==> src/rtl/sysrst_pkg.sv <==
package sysrst_pkg;

  localparam int unsigned CSR_W = 32;

  // control/status register bit positions (decoded by software)
  localparam int unsigned BIT_SWR = 0;  // software reset trigger, write-only
  localparam int unsigned BIT_SWS = 1;  // software reset cause flag
  localparam int unsigned BIT_WDF = 2;  // watchdog flag

  typedef enum logic [2:0] {
    ST_IDLE     = 3'd0,
    ST_POR_WAIT = 3'd1,
    ST_POR_EXT  = 3'd2,
    ST_SW_PRE   = 3'd3,
    ST_SW_REF   = 3'd4,
    ST_SW_TAIL  = 3'd5,
    ST_HOLD     = 3'd6
  } seq_state_e;

endpackage

==> src/rtl/sysrst_sync.sv <==
module sysrst_sync #(
  parameter int unsigned STAGES = 2,
  parameter bit          INIT   = 1'b0
) (
  input  logic clk,
  input  logic d,
  output logic q
);

  logic [STAGES-1:0] chain = {STAGES{INIT}};

  generate
    if (STAGES == 1) begin : g_single
      always_ff @(posedge clk) chain <= d;
    end else begin : g_multi
      always_ff @(posedge clk) chain <= {chain[STAGES-2:0], d};
    end
  endgenerate

  assign q = chain[STAGES-1];

endmodule

==> src/rtl/sysrst_por_filter.sv <==
module sysrst_por_filter #(
  parameter int unsigned MIN_CYC = 15
) (
  input  logic clk,
  input  logic act,
  output logic hit
);

  // history of the synchronized request; accepted only when every slot is set
  logic [MIN_CYC-1:0] hist = '0;

  always_ff @(posedge clk) hist <= {hist[MIN_CYC-2:0], act};

  assign hit = &hist;

endmodule

==> src/rtl/sysrst_csr.sv <==
module sysrst_csr
  import sysrst_pkg::*;
(
  input  logic             clk,
  input  logic             por_hit,
  input  logic             idle,
  input  logic             wd_act,
  input  logic             wr,
  input  logic [CSR_W-1:0] wdata,
  output logic [CSR_W-1:0] rdata,
  output logic             sw_req
);

  logic sw_q = 1'b0;
  logic wd_q = 1'b0;
  logic sw_d, wd_d, wr_ok;

  logic unused_wbits;
  assign unused_wbits = ^{wdata[CSR_W-1:BIT_WDF+1], wdata[BIT_SWS]};

  assign wr_ok  = wr & idle;
  assign sw_req = wr_ok & wdata[BIT_SWR];

  always_comb begin
    sw_d = sw_q;
    if (por_hit)     sw_d = 1'b0;
    else if (sw_req) sw_d = 1'b1;
  end

  always_comb begin
    wd_d = wd_q;
    if (por_hit)                         wd_d = 1'b0;
    else if (sw_req)                     wd_d = 1'b0;
    else if (wd_act)                     wd_d = 1'b1;
    else if (wr_ok && !wdata[BIT_WDF])   wd_d = 1'b0;
  end

  always_ff @(posedge clk) begin
    sw_q <= sw_d;
    wd_q <= wd_d;
  end

  always_comb begin
    rdata          = '0;
    rdata[BIT_SWS] = sw_q;
    rdata[BIT_WDF] = wd_q;
  end

  // a software request marks the cause flag
  p_sw_sets_cause_r4: assert property (@(posedge clk) disable iff (por_hit)
    (sw_req && !por_hit) |=> sw_q);

  // while a reset runs, the cause flag cannot move except by power-on
  p_busy_write_ignored_r10: assert property (@(posedge clk) disable iff (por_hit)
    (!idle && !por_hit) |=> $stable(sw_q));

  // watchdog input sets the flag
  p_wd_sets_flag_r5: assert property (@(posedge clk) disable iff (por_hit)
    (wd_act && !por_hit && !sw_req) |=> wd_q);

  // a write of zero to the flag clears it when the input is quiet
  p_wd_write_clear_r5: assert property (@(posedge clk) disable iff (por_hit)
    (wr && idle && !wdata[BIT_WDF] && !wd_act && !por_hit && !sw_req) |=> !wd_q);

endmodule

==> src/rtl/sysrst_seq.sv <==
module sysrst_seq
  import sysrst_pkg::*;
#(
  parameter int unsigned POR_EXT_TICKS = 2000000,
  parameter int unsigned SW_PRE_CYC    = 66,
  parameter int unsigned SW_REF_TICKS  = 2,
  parameter int unsigned SW_TAIL_CYC   = 1600,
  parameter int unsigned MIN_CYC       = 512,
  parameter int unsigned MEM_SW_CYC    = 4
) (
  input  logic clk,
  input  logic por_hit,
  input  logic por_act,
  input  logic ref_tick,
  input  logic sw_req,
  output logic sys_rst_n,
  output logic mem_rst_n
);

  localparam int unsigned SEG_AB  = (POR_EXT_TICKS > SW_PRE_CYC) ? POR_EXT_TICKS : SW_PRE_CYC;
  localparam int unsigned SEG_CD  = (SW_REF_TICKS > SW_TAIL_CYC) ? SW_REF_TICKS : SW_TAIL_CYC;
  localparam int unsigned SEG_MAX = (SEG_AB > SEG_CD) ? SEG_AB : SEG_CD;
  localparam int unsigned SEG_W   = $clog2(SEG_MAX + 1);
  localparam int unsigned TOT_W   = $clog2(MIN_CYC + 1);

  seq_state_e       st_q  = ST_POR_WAIT;
  seq_state_e       st_d;
  logic [SEG_W-1:0] seg_q = '0;
  logic [SEG_W-1:0] seg_d;
  logic [TOT_W-1:0] tot_q = '0;
  logic [TOT_W-1:0] tot_d;
  logic             src_q = 1'b1;  // 1: power-on sequence, 0: software sequence
  logic             src_d;
  logic             sys_n_q = 1'b0;
  logic             mem_n_q = 1'b0;

  always_comb begin
    st_d  = st_q;
    seg_d = seg_q;
    src_d = src_q;
    if (st_q == ST_IDLE || tot_q == TOT_W'(MIN_CYC)) tot_d = tot_q;
    else                                             tot_d = tot_q + 1'b1;

    if (por_hit) begin
      st_d  = ST_POR_WAIT;
      seg_d = '0;
      tot_d = '0;
      src_d = 1'b1;
    end else begin
      case (st_q)
        ST_IDLE: begin
          if (sw_req) begin
            st_d  = ST_SW_PRE;
            seg_d = '0;
            tot_d = '0;
            src_d = 1'b0;
          end
        end
        ST_POR_WAIT: begin
          if (!por_act) begin
            st_d  = ST_POR_EXT;
            seg_d = '0;
          end
        end
        ST_POR_EXT: begin
          if (por_act) begin
            st_d  = ST_POR_WAIT;
            seg_d = '0;
          end else if (ref_tick) begin
            if (seg_q == SEG_W'(POR_EXT_TICKS - 1)) begin
              st_d  = ST_HOLD;
              seg_d = '0;
            end else begin
              seg_d = seg_q + 1'b1;
            end
          end
        end
        ST_SW_PRE: begin
          if (seg_q == SEG_W'(SW_PRE_CYC - 1)) begin
            st_d  = ST_SW_REF;
            seg_d = '0;
          end else begin
            seg_d = seg_q + 1'b1;
          end
        end
        ST_SW_REF: begin
          if (ref_tick) begin
            if (seg_q == SEG_W'(SW_REF_TICKS - 1)) begin
              st_d  = ST_SW_TAIL;
              seg_d = '0;
            end else begin
              seg_d = seg_q + 1'b1;
            end
          end
        end
        ST_SW_TAIL: begin
          if (seg_q == SEG_W'(SW_TAIL_CYC - 1)) begin
            st_d  = ST_HOLD;
            seg_d = '0;
          end else begin
            seg_d = seg_q + 1'b1;
          end
        end
        ST_HOLD: begin
          if (src_q && por_act)                  st_d = ST_POR_WAIT;
          else if (tot_q >= TOT_W'(MIN_CYC - 1)) st_d = ST_IDLE;
        end
        default: st_d = ST_POR_WAIT;
      endcase
    end
  end

  always_ff @(posedge clk) begin
    st_q    <= st_d;
    seg_q   <= seg_d;
    tot_q   <= tot_d;
    src_q   <= src_d;
    sys_n_q <= (st_d == ST_IDLE);
    mem_n_q <= !((st_d != ST_IDLE) && (src_d || (tot_d < TOT_W'(MEM_SW_CYC))));
  end

  assign sys_rst_n = sys_n_q;
  assign mem_rst_n = mem_n_q;

  // the memory-controller reset is never active on its own
  p_mem_within_sys_r7: assert property (@(posedge clk) disable iff (por_hit)
    !mem_n_q |-> !sys_n_q);

  // every release comes after the full minimum hold
  p_min_pulse_r8: assert property (@(posedge clk) disable iff (por_hit)
    $rose(sys_n_q) |-> (tot_q == TOT_W'(MIN_CYC)));

  // a power-on sequence never releases while the request is present
  p_por_release_r2: assert property (@(posedge clk) disable iff (por_hit)
    ($rose(sys_n_q) && src_q) |-> !$past(por_act));

  // a software request starts a reset on the next cycle
  p_sw_starts_r3: assert property (@(posedge clk) disable iff (por_hit)
    (sw_req && !por_hit) |=> (!sys_n_q && !mem_n_q));

endmodule

==> src/rtl/sysrst_ctrl.sv <==
module sysrst_ctrl
  import sysrst_pkg::*;
#(
  parameter int unsigned SYNC_STAGES   = 2,
  parameter int unsigned POR_MIN_CYC   = 15,
  parameter int unsigned POR_EXT_TICKS = 2000000,
  parameter int unsigned SW_PRE_CYC    = 66,
  parameter int unsigned SW_REF_TICKS  = 2,
  parameter int unsigned SW_TAIL_CYC   = 1600,
  parameter int unsigned MIN_CYC       = 512,
  parameter int unsigned MEM_SW_CYC    = 4
) (
  input  logic        clk,
  input  logic        ref_clk,
  input  logic        por_n,
  input  logic        wd_n,
  input  logic        reg_wr,
  input  logic [31:0] reg_wdata,
  output logic [31:0] reg_rdata,
  output logic        sys_rst_n,
  output logic        mem_rst_n
);

  logic por_act, por_hit, wd_act, ref_s, ref_tick, sw_req;
  logic ref_prev = 1'b0;

  sysrst_sync #(.STAGES(SYNC_STAGES), .INIT(1'b1)) u_sync_por (
    .clk(clk), .d(~por_n), .q(por_act)
  );

  sysrst_sync #(.STAGES(SYNC_STAGES), .INIT(1'b0)) u_sync_wd (
    .clk(clk), .d(~wd_n), .q(wd_act)
  );

  sysrst_sync #(.STAGES(SYNC_STAGES), .INIT(1'b0)) u_sync_ref (
    .clk(clk), .d(ref_clk), .q(ref_s)
  );

  always_ff @(posedge clk) ref_prev <= ref_s;
  assign ref_tick = ref_s & ~ref_prev;

  sysrst_por_filter #(.MIN_CYC(POR_MIN_CYC)) u_filter (
    .clk(clk), .act(por_act), .hit(por_hit)
  );

  sysrst_seq #(
    .POR_EXT_TICKS(POR_EXT_TICKS),
    .SW_PRE_CYC   (SW_PRE_CYC),
    .SW_REF_TICKS (SW_REF_TICKS),
    .SW_TAIL_CYC  (SW_TAIL_CYC),
    .MIN_CYC      (MIN_CYC),
    .MEM_SW_CYC   (MEM_SW_CYC)
  ) u_seq (
    .clk      (clk),
    .por_hit  (por_hit),
    .por_act  (por_act),
    .ref_tick (ref_tick),
    .sw_req   (sw_req),
    .sys_rst_n(sys_rst_n),
    .mem_rst_n(mem_rst_n)
  );

  sysrst_csr u_csr (
    .clk    (clk),
    .por_hit(por_hit),
    .idle   (sys_rst_n),
    .wd_act (wd_act),
    .wr     (reg_wr),
    .wdata  (reg_wdata),
    .rdata  (reg_rdata),
    .sw_req (sw_req)
  );

  // a watchdog indication alone never pulls the system into reset
  p_wd_no_reset_r5: assert property (@(posedge clk) disable iff (por_hit)
    (sys_rst_n && !sw_req && !por_hit && wd_act) |=> sys_rst_n);

endmodule

==> config.mk <==
export PLATFORM = sky130hd
export DESIGN_NAME = sysrst_ctrl
export DESIGN_NICKNAME = d
export VERILOG_FILES = /design/src/rtl/sysrst_pkg.sv /design/src/rtl/sysrst_sync.sv /design/src/rtl/sysrst_por_filter.sv /design/src/rtl/sysrst_csr.sv /design/src/rtl/sysrst_seq.sv /design/src/rtl/sysrst_ctrl.sv
export SDC_FILE = /design/constraint.sdc
export NUM_CORES = 1
export LEC_CHECK = 0
export ABC_CLOCK_PERIOD_IN_PS = 2500
export BUFFER_PORTS_ARGS = -buffer_cell sky130_fd_sc_hd__buf_2
export CAP_MARGIN = 10
export CORE_MARGIN = 1
export CORE_UTILIZATION = 53
export DETAILED_ROUTE_END_ITERATION = 8
export PLACE_DENSITY = 0.79
export SYNTH_ARGS = -nofsm -noshare
export SYNTH_HDL_FRONTEND = slang
export SYNTH_HIERARCHICAL = 1
export SYNTH_SLANG_ARGS = --single-unit
==> constraint.sdc <==
create_clock -name clk -period 2.5 [get_ports clk]
set_input_delay 0.5 -clock clk [delete_from_list [all_inputs] [get_ports clk]]
set_output_delay 0.5 -clock clk [all_outputs]
set_load 0.005 [all_outputs]
==> results of run 1 <==
## Yosys cell counts (2+ instances only)
cell type | count | area share
and4_1 | 2 | 0.0060
inv_1 | 11 | 0.014
nand2b_1 | 4 | 0.0085
o21bai_1 | 2 | 0.0051
nor2_1 | 51 | 0.065
nand3b_1 | 3 | 0.0077
buf_2 | 2 | 0.0034
o21ai_0 | 4 | 0.0068
a21oi_1 | 3 | 0.0051
buf_4 | 32 | 0.082
nand3_1 | 13 | 0.022
buf_6 | 3 | 0.012
nor3_1 | 7 | 0.012
clkbuf_1 | 6 | 0.0077
xnor2_1 | 16 | 0.048
dfxtp_1 | 61 | 0.42
or4_1 | 2 | 0.0051
nand4_1 | 15 | 0.032
and3_1 | 4 | 0.0085
o31ai_1 | 4 | 0.010
nor4b_1 | 2 | 0.0060
a21o_1 | 3 | 0.0077
a31oi_1 | 2 | 0.0043
nand2_1 | 19 | 0.024
ha_1 | 4 | 0.017
or3_1 | 2 | 0.0043
nor2b_1 | 3 | 0.0064
nor4_1 | 4 | 0.0085
and2_1 | 2 | 0.0043
nor3b_1 | 2 | 0.0051
xor2_1 | 12 | 0.036
nor4_2 | 4 | 0.017
## worst max-delay path, delay by kind of cell, from the launching register on
family | cells | cell delay, ps
compound gates | 3 | 580
buf+inv | 1 | 160
flops | 1 | 630
simple gates | 3 | 660
## power groups by stage
stage | Combinational, mW | Clock (mW) | Sequential (mW)
5_1_grt | 0.918 | 0.920 | 1.29
3_3_place_gp | 0.796 | 0 | 1.27
6_report | 0.817 | 0.846 | 1.26
4_1_cts | 0.816 | 0.872 | 1.26
2_1_floorplan | 0.741 | 0 | 1.22
3_5_place_dp | 0.810 | 0 | 1.28
## layer usage
layer	up-vias	share of wire	track usage
met2	46	0.48	0.3000
li1	1098	-	-
met4	0	0.0084	0.06923
met1	966	0.47	0.2265
met5	-	0	0
met3	4	0.043	0.07186
## layout make-up
type / count / area (sq um)
Tap cell: 70 / 87.58
Clock buffer: 9 / 123.9
Multi-Input combinational cell: 242 / 1468
Clock inverter: 7 / 73.82
Inverter: 11 / 41.29
Sequential cell: 61 / 1221
Timing Repair Buffer: 15 / 100.1
Fill cell: 464 / 2090
## registers in the layout, summed over array words and instances, names as in the netlist
| name | count |
|---|---|
| u_sync_por/chain | 2 |
| u_filter/hist | 15 |
| u_seq/seg_q | 21 |
| u_seq/sys_rst_n | 1 |
| u_sync_wd/chain | 2 |
| u_seq/tot_q | 10 |
| u_seq/st_q | 3 |
| u_sync_ref/chain | 2 |
| u_csr/wd_q | 1 |
| ref_prev | 1 |
| u_seq/src_q | 1 |
| u_csr/sw_q | 1 |
| u_seq/mem_rst_n | 1 |
## path summary, 6_finish.rpt
kind,endpoint,from,slack [ps]
setup / recovery,u_seq/seg_q[1],u_seq/st_q[0],380
hold reg to reg,u_sync_wd/chain[1],u_sync_wd/chain[0],330
hold / removal,u_sync_ref/chain[0],ref_clk,260
setup reg to reg,u_seq/seg_q[1],u_seq/st_q[0],380
## cells by family after synthesis
logic type / synth area share
other: 0.001279
buffers and inverters: 0.1199
DFF: 0.4166
muxes: 0.007256
AOI/OAI and AO/OA: 0.07896
and+or+nand+nor: 0.2753
xor gates and xnor gates: 0.08365
adders and majority gates: 0.01707
==> impl_metrics.ini, run 1 <==
[status]
status = completed

[die]
die_w_um = 76.37
io_pins = 71
start_util = 0.5632
fp-row-count = 26
die_h_um = 76.37
die_area_sq_um = 5832
core_area_sq_um = 5205

[logic_synthesis]
yosysSeqAreaShare = 0.4166
syn_area_sq_um = 2932
ys_types = 57
synth-seq-cells = 61
synth_enable_flop_cells = 0
synth_cells = 329
synth-main-ff-cell = dfxtp_1
synth.avg_cell_area_sq_um = 8.911
synthArstFlopShare = 0
ys_warn_count = 6

[grt]
grt_overflow = 0
grt_max_degree = 22
grt_first_pass_wirelength_um = 8618
grtUsageTotal = 0.1871
grt_pass1_vias = 1910
antenna_found_initial = 0

[clocking]
clk_latency_ps = 330
cts_buffer_depth = 2
htree_levels = 3
post_cts_buffers = 0
cts_resized = 0
numCtsBuffers = 9
path_clk_slew_ps = 70
cts_sinks = 61
root_buffer = clkbuf_8
cts-hold-fix-buffers = 0
cts_tree = yes

[timing]
setup_tns_ps = 0
final_max_slew_viol_count = 0
finClkSkew_ps = 10.68
setup_violations = 0
hold_viol = 0
worst_pin_slew_ps = 538.6
fmaxAchievable_ghz = 0.4726
rsz0062_at_grt = false
final.min_clock_period_ps = 2116
relSlewSlack = 0.6359
layout_setup_ws_ps = 383.9
hold_slack_ps = 262.6
period_share = 0.8464

[worst_setup_path]
critPathArrivalTime_ps = 2370
cp_slowest_cell = dfxtp_1
worstPathRequired_ps = 2760
critPathMaxStageDelay_ps = 630
critPathKind = reg2reg
crit_chain = nand2b_1 -> a32oi_1 -> and2_4 -> and3_1 -> a31o_1 -> buf_12 -> a211oi_2
cp-start-kind = register
worstRegToRegCells = 7
end_kind = register
crit_path_max_fanout = 21

[detailed_routing]
avgViaCountPerCell = 5.094
first_pass_iters = 4
antenna_left = 0
wl_per_cell_um = 12.05
routed_wl_um = 5001
route.detailed.drc = 0
drt_iter0_markers = 125
routed-via-count = 2114

[pwr]
intPower_mw = 1.943
power_frac_clock = 0.289
power_mw = 2.927
leakage_nw = 1.244
p_comb_frac = 0.279
swShare = 0.3360
p_seq_frac = 0.432
p_switching_mw = 0.9834
power_density_nw_per_um2 = 939.4
irDropWorstVdd_mv = 0.5267

[placed_design]
dpl-instance-area_sq_um = 2918
dp_hpwl_um = 3562
io_buffers = 10
place_ws_ps = 299.3
dp.cells = 399
place_congestion = 0.8364

[final_layout]
final_util = 0.5986
fin_area_sq_um = 3115
final_cell_mix = 61 x dfxtp_1, 51 x nor2_1, 30 x conb_1, 19 x nand2_1, 16 x xnor2_1
drive_gt1_frac = 0.1246
nNetsFinal = 381
fin_cells = 415
area_growth_pct = 6.274
mostFrequentLayoutCell = dfxtp_1
diodes = 0

[flow_run]
maxCapViolations = 0

[min_path]
whs_path_depth = 1
hold_path_class = in2reg
(Power assumes the default switching activity.)
==> run 2: changes to the inputs <==
ABC_CLOCK_PERIOD_IN_PS = 2100   (was 2500)
clock period = 2.1 ns   (was 2.5 ns; I/O delays follow)
==> impl_metrics.ini, run 2 (synthesis results as in run 1) <==
[worst_setup_path]
crit_chain = nand3_1 -> or4_1 -> nor4_1 -> o31ai_1 -> and3b_1 -> nand3b_1
cp_slowest_cell = or4_1
critPathMaxStageDelay_ps = 550
critPathArrivalTime_ps = 2220
critPathKind = reg2reg
cp-start-kind = register
crit_path_max_fanout = 3
end_kind = register
worstPathRequired_ps = 2320

[placed_design]
io_buffers = 10
place_ws_ps = 63.61
dpl-instance-area_sq_um = 3008
place_congestion = 0.8620
dp_hpwl_um = 3895
dp.cells = 411

[die]
die_area_sq_um = 5832
io_pins = 71
die_w_um = 76.37
start_util = 0.5632
core_area_sq_um = 5205
fp-row-count = 26
die_h_um = 76.37

[pwr]
leakage_nw = 1.322
power_density_nw_per_um2 = 1118
irDropWorstVdd_mv = 0.6162

[clocking]
cts_sinks = 61
htree_levels = 3
numCtsBuffers = 9
clk_latency_ps = 340
path_clk_slew_ps = 70
root_buffer = clkbuf_8
cts_buffer_depth = 2
cts_tree = yes

[timing]
hold_viol = 0
setup_tns_ps = 0
layout_setup_ws_ps = 98.03
relSlewSlack = 0.6253
fmaxAchievable_ghz = 0.4995
worst_pin_slew_ps = 557.3
setup_violations = 0
hold_slack_ps = 180.5
final.min_clock_period_ps = 2002
finClkSkew_ps = 6.321
period_share = 0.9533
final_max_slew_viol_count = 0

[detailed_routing]
avgViaCountPerCell = 5.131
route.detailed.drc = 0
routed_wl_um = 5449
first_pass_iters = 4
wl_per_cell_um = 12.70
routed-via-count = 2201
antenna_left = 0
drt_iter0_markers = 101

[final_layout]
nNetsFinal = 395
fillCellCount = 450
mostFrequentLayoutCell = dfxtp_1
top_regs = u_seq/seg_q x21, u_filter/hist x15, u_seq/tot_q x10
seqCellArea_sq_um = 1226
multi_input_area_sq_um = 1494
final_cell_mix = 57 x dfxtp_1, 51 x nor2_1, 30 x conb_1, 19 x nand2_1, 18 x buf_4
fin_area_sq_um = 3252
area_growth_pct = 10.93
fin_cells = 429
regMostFlops = u_seq/seg_q
largest_reg_flops = 21
drive_gt1_frac = 0.1783
diodes = 0

[flow_run]
maxCapViolations = 0

[grt]
grt_first_pass_wirelength_um = 9280
grt_max_degree = 22
grtUsageTotal = 0.2013
grt_overflow = 0
grt_pass1_vias = 2115
antenna_found_initial = 0

[min_path]
hold_path_class = in2reg

[status]
status = completed
-- run 2: critical path: cells and delay by family, from the launching register on --
family / cells / cell delay, ps
AND/OR/NAND/NOR: 5 / 1370
AO/OA/AOI/OAI: 1 / 130
flip-flops: 1 / 390
-- run 2: repair_timing --
item	CTS	global route
setup endpoints to repair	0	23
setup buffers	0	2
hold buffers	0	0
hold endpoints to repair	0	0
resized for setup	0	9
-- run 2: metal layers --
layer  routed length (um)  global-route usage  up-vias
li1                     -                   -     1123
met1                 2502              0.2382     1025
met2                 2666              0.3315       47
met3                  242             0.07066        6
met4                   38             0.08077        0
met5                    0                   0        -
-- run 2: per-stage QoR --
step,utilization,total power [mW]
CTS,0.6159,3.654
floorplan,-,2.335
finish,0.6248,3.635
global route,0.6248,3.886
global placement,0.5779,2.574
detailed placement,0.5779,2.611
-- run 2: cell type report --
cell class / instances / area share
clock buffer: 9 / 0.03809
clock inverter: 7 / 0.02270
inverter: 11 / 0.01270
multi-input combinational: 242 / 0.4594
sequential: 61 / 0.3771
tap: 70 / 0.02693
timing repair buffer: 29 / 0.06310
-- run 2: path summary, 6_finish.rpt --
kind,start,end,slack (ps),cells past startpoint
worst max register to register,u_seq/seg_q[19],u_seq/mem_rst_n,100,6
worst min register to register,u_sync_ref/chain[0],u_sync_ref/chain[1],330,0
worst max-delay path,u_seq/seg_q[19],u_seq/mem_rst_n,100,6
worst min-delay path,ref_clk,u_sync_ref/chain[0],180,1
-- run 2: power by group --
part	total, mW	switching, mW	internal, mW	leakage, nW
combinational	1.13	0.585	0.541	0.716
clock	1.02	0.471	0.553	0.100
sequential	1.49	0.167	1.32	0.505
total	3.63	1.22	2.41	1.32
==> run 3: changes to the inputs <==
ABC_CLOCK_PERIOD_IN_PS = 2490   (was 2100)
CORE_UTILIZATION = 57   (was 53)
PLACE_DENSITY = 0.86   (was 0.79)
clock period = 2.49 ns   (was 2.1 ns; I/O delays follow)
==> impl_metrics.ini, run 3 (synthesis results as in run 1) <==
[status]
status = completed

[clocking]
root_buffer = clkbuf_8
path_clk_slew_ps = 70
htree_levels = 3
cts_tree = yes
clk_latency_ps = 340
cts_buffer_depth = 2
numCtsBuffers = 9
cts-hold-fix-buffers = 0
post_cts_buffers = 0
cts_sinks = 61
cts_resized = 0

[final_layout]
final_cell_mix = 61 x dfxtp_1, 51 x nor2_1, 30 x conb_1, 19 x nand2_1, 16 x xnor2_1
area_growth_pct = 6.189
drive_gt1_frac = 0.1170
nNetsFinal = 378
top_regs = u_seq/seg_q x21, u_filter/hist x15, u_seq/tot_q x10
largest_reg_flops = 21
regMostFlops = u_seq/seg_q
mostFrequentLayoutCell = dfxtp_1
diodes = 0

[timing]
hold_viol = 0
final_max_slew_viol_count = 0
period_share = 0.8764
finClkSkew_ps = 6.683
relSlewSlack = 0.6245
setup_violations = 0
final.min_clock_period_ps = 2182
worst_pin_slew_ps = 555.4
setup_tns_ps = 0
layout_setup_ws_ps = 307.7
rsz0062_at_grt = false
fmaxAchievable_ghz = 0.4582

[pwr]
swShare = 0.3272
leakage_nw = 1.236
intPower_mw = 2.038
p_comb_frac = 0.260
irDropWorstVdd_mv = 0.6759
p_seq_frac = 0.423
power_density_nw_per_um2 = 973.3
p_switching_mw = 0.9914
power_frac_clock = 0.317

[worst_setup_path]
critPathKind = reg2reg
end_kind = register
critPathMaxStageDelay_ps = 620
critical_path_buf_inv_count = 0
worstPathRequired_ps = 2720
crit_chain = nand2b_1 -> a32oi_1 -> nand3_1 -> nor4_1 -> xnor2_1 -> nor2_1
crit_path_max_fanout = 16
cp_top_family = simple AND/OR/NAND/NOR gates
cp_slowest_cell = dfxtp_1
critPathArrivalTime_ps = 2410
cp-start-kind = register

[detailed_routing]
avgViaCountPerCell = 5.235
drt_iter0_markers = 126
routed_wl_um = 4933
routed-via-count = 2141
antenna_left = 0
wl_per_cell_um = 12.06
route.detailed.drc = 0
first_pass_iters = 4

[placed_design]
place_congestion = 0.8249
dp_hpwl_um = 3460
place_ws_ps = 182.5
io_buffers = 10

[grt]
grt_max_degree = 22
grt_first_pass_wirelength_um = 8438
grt_pass1_vias = 1940
antenna_found_initial = 0
grt_overflow = 0
grtUsageTotal = 0.2078

[die]
core_area_sq_um = 4848
die_w_um = 73.72
io_pins = 71
start_util = 0.6046
fp-row-count = 25
die_area_sq_um = 5434
die_h_um = 73.72

[flow_run]
maxCapViolations = 0

[min_path]
hold_path_class = in2reg
## run 3: cell count changes in the layout (fill, tap and decap cells not counted), moves of 2 or more
cell     change
buf_4       -17
dfxtp_1      +4
dfxtp_2      -4
nor4_1       +2
## run 3: area by class of cell
class | count | area [sq um]
clock inverter | 7 | 97.59
multi-input combinational | 242 | 1468
timing repair buffer | 12 | 77.57
sequential | 61 | 1221
clock buffer | 9 | 123.9
fill | 409 | 1735
tap | 67 | 83.83
inverter | 11 | 41.29
## run 3: path summary, 6_finish.rpt
path	start	end	slack [ps]	cells past startpoint
worst min-delay path	ref_clk	u_sync_ref/chain[0]	260	1
worst max-delay path	u_seq/st_q[0]	u_seq/seg_q[16]	310	6
worst min register to register	u_sync_ref/chain[0]	u_sync_ref/chain[1]	330	0
worst max register to register	u_seq/st_q[0]	u_seq/seg_q[16]	310	6
## run 3: power groups by stage
| stage | clock network [mW] | registers [mW] | logic, mW |
|---|---|---|---|
| floorplan | 0 | 1.23 | 0.744 |
| CTS | 0.976 | 1.28 | 0.792 |
| finish | 0.959 | 1.28 | 0.788 |
| global placement | 0 | 1.30 | 0.756 |
| global route | 1.03 | 1.31 | 0.899 |
| detailed placement | 0 | 1.30 | 0.786 |
## run 3: through the flow
step	cells	power, mW	instance area, sq um	hold WS, ps	util
after floorplan	358	1.970	3040	309.6	-
after global placement	393	2.051	2892	312.7	0.5964
after detailed placement	393	2.091	2892	318.4	0.5964
after CTS	409	3.050	3113	239.7	0.6421
after global routing	409	3.238	3113	236.2	0.6421
final	409	3.030	3113	255.9	0.6421
## run 3: metal layers
| layer | up-vias | GRT usage | wire [um] |
|---|---|---|---|
| li1 | 1089 | - | - |
| met1 | 1005 | 0.2428 | 2361 |
| met2 | 39 | 0.3293 | 2286 |
| met3 | 8 | 0.09602 | 228 |
| met4 | 0 | 0.08333 | 57 |
| met5 | - | 0 | 0 |
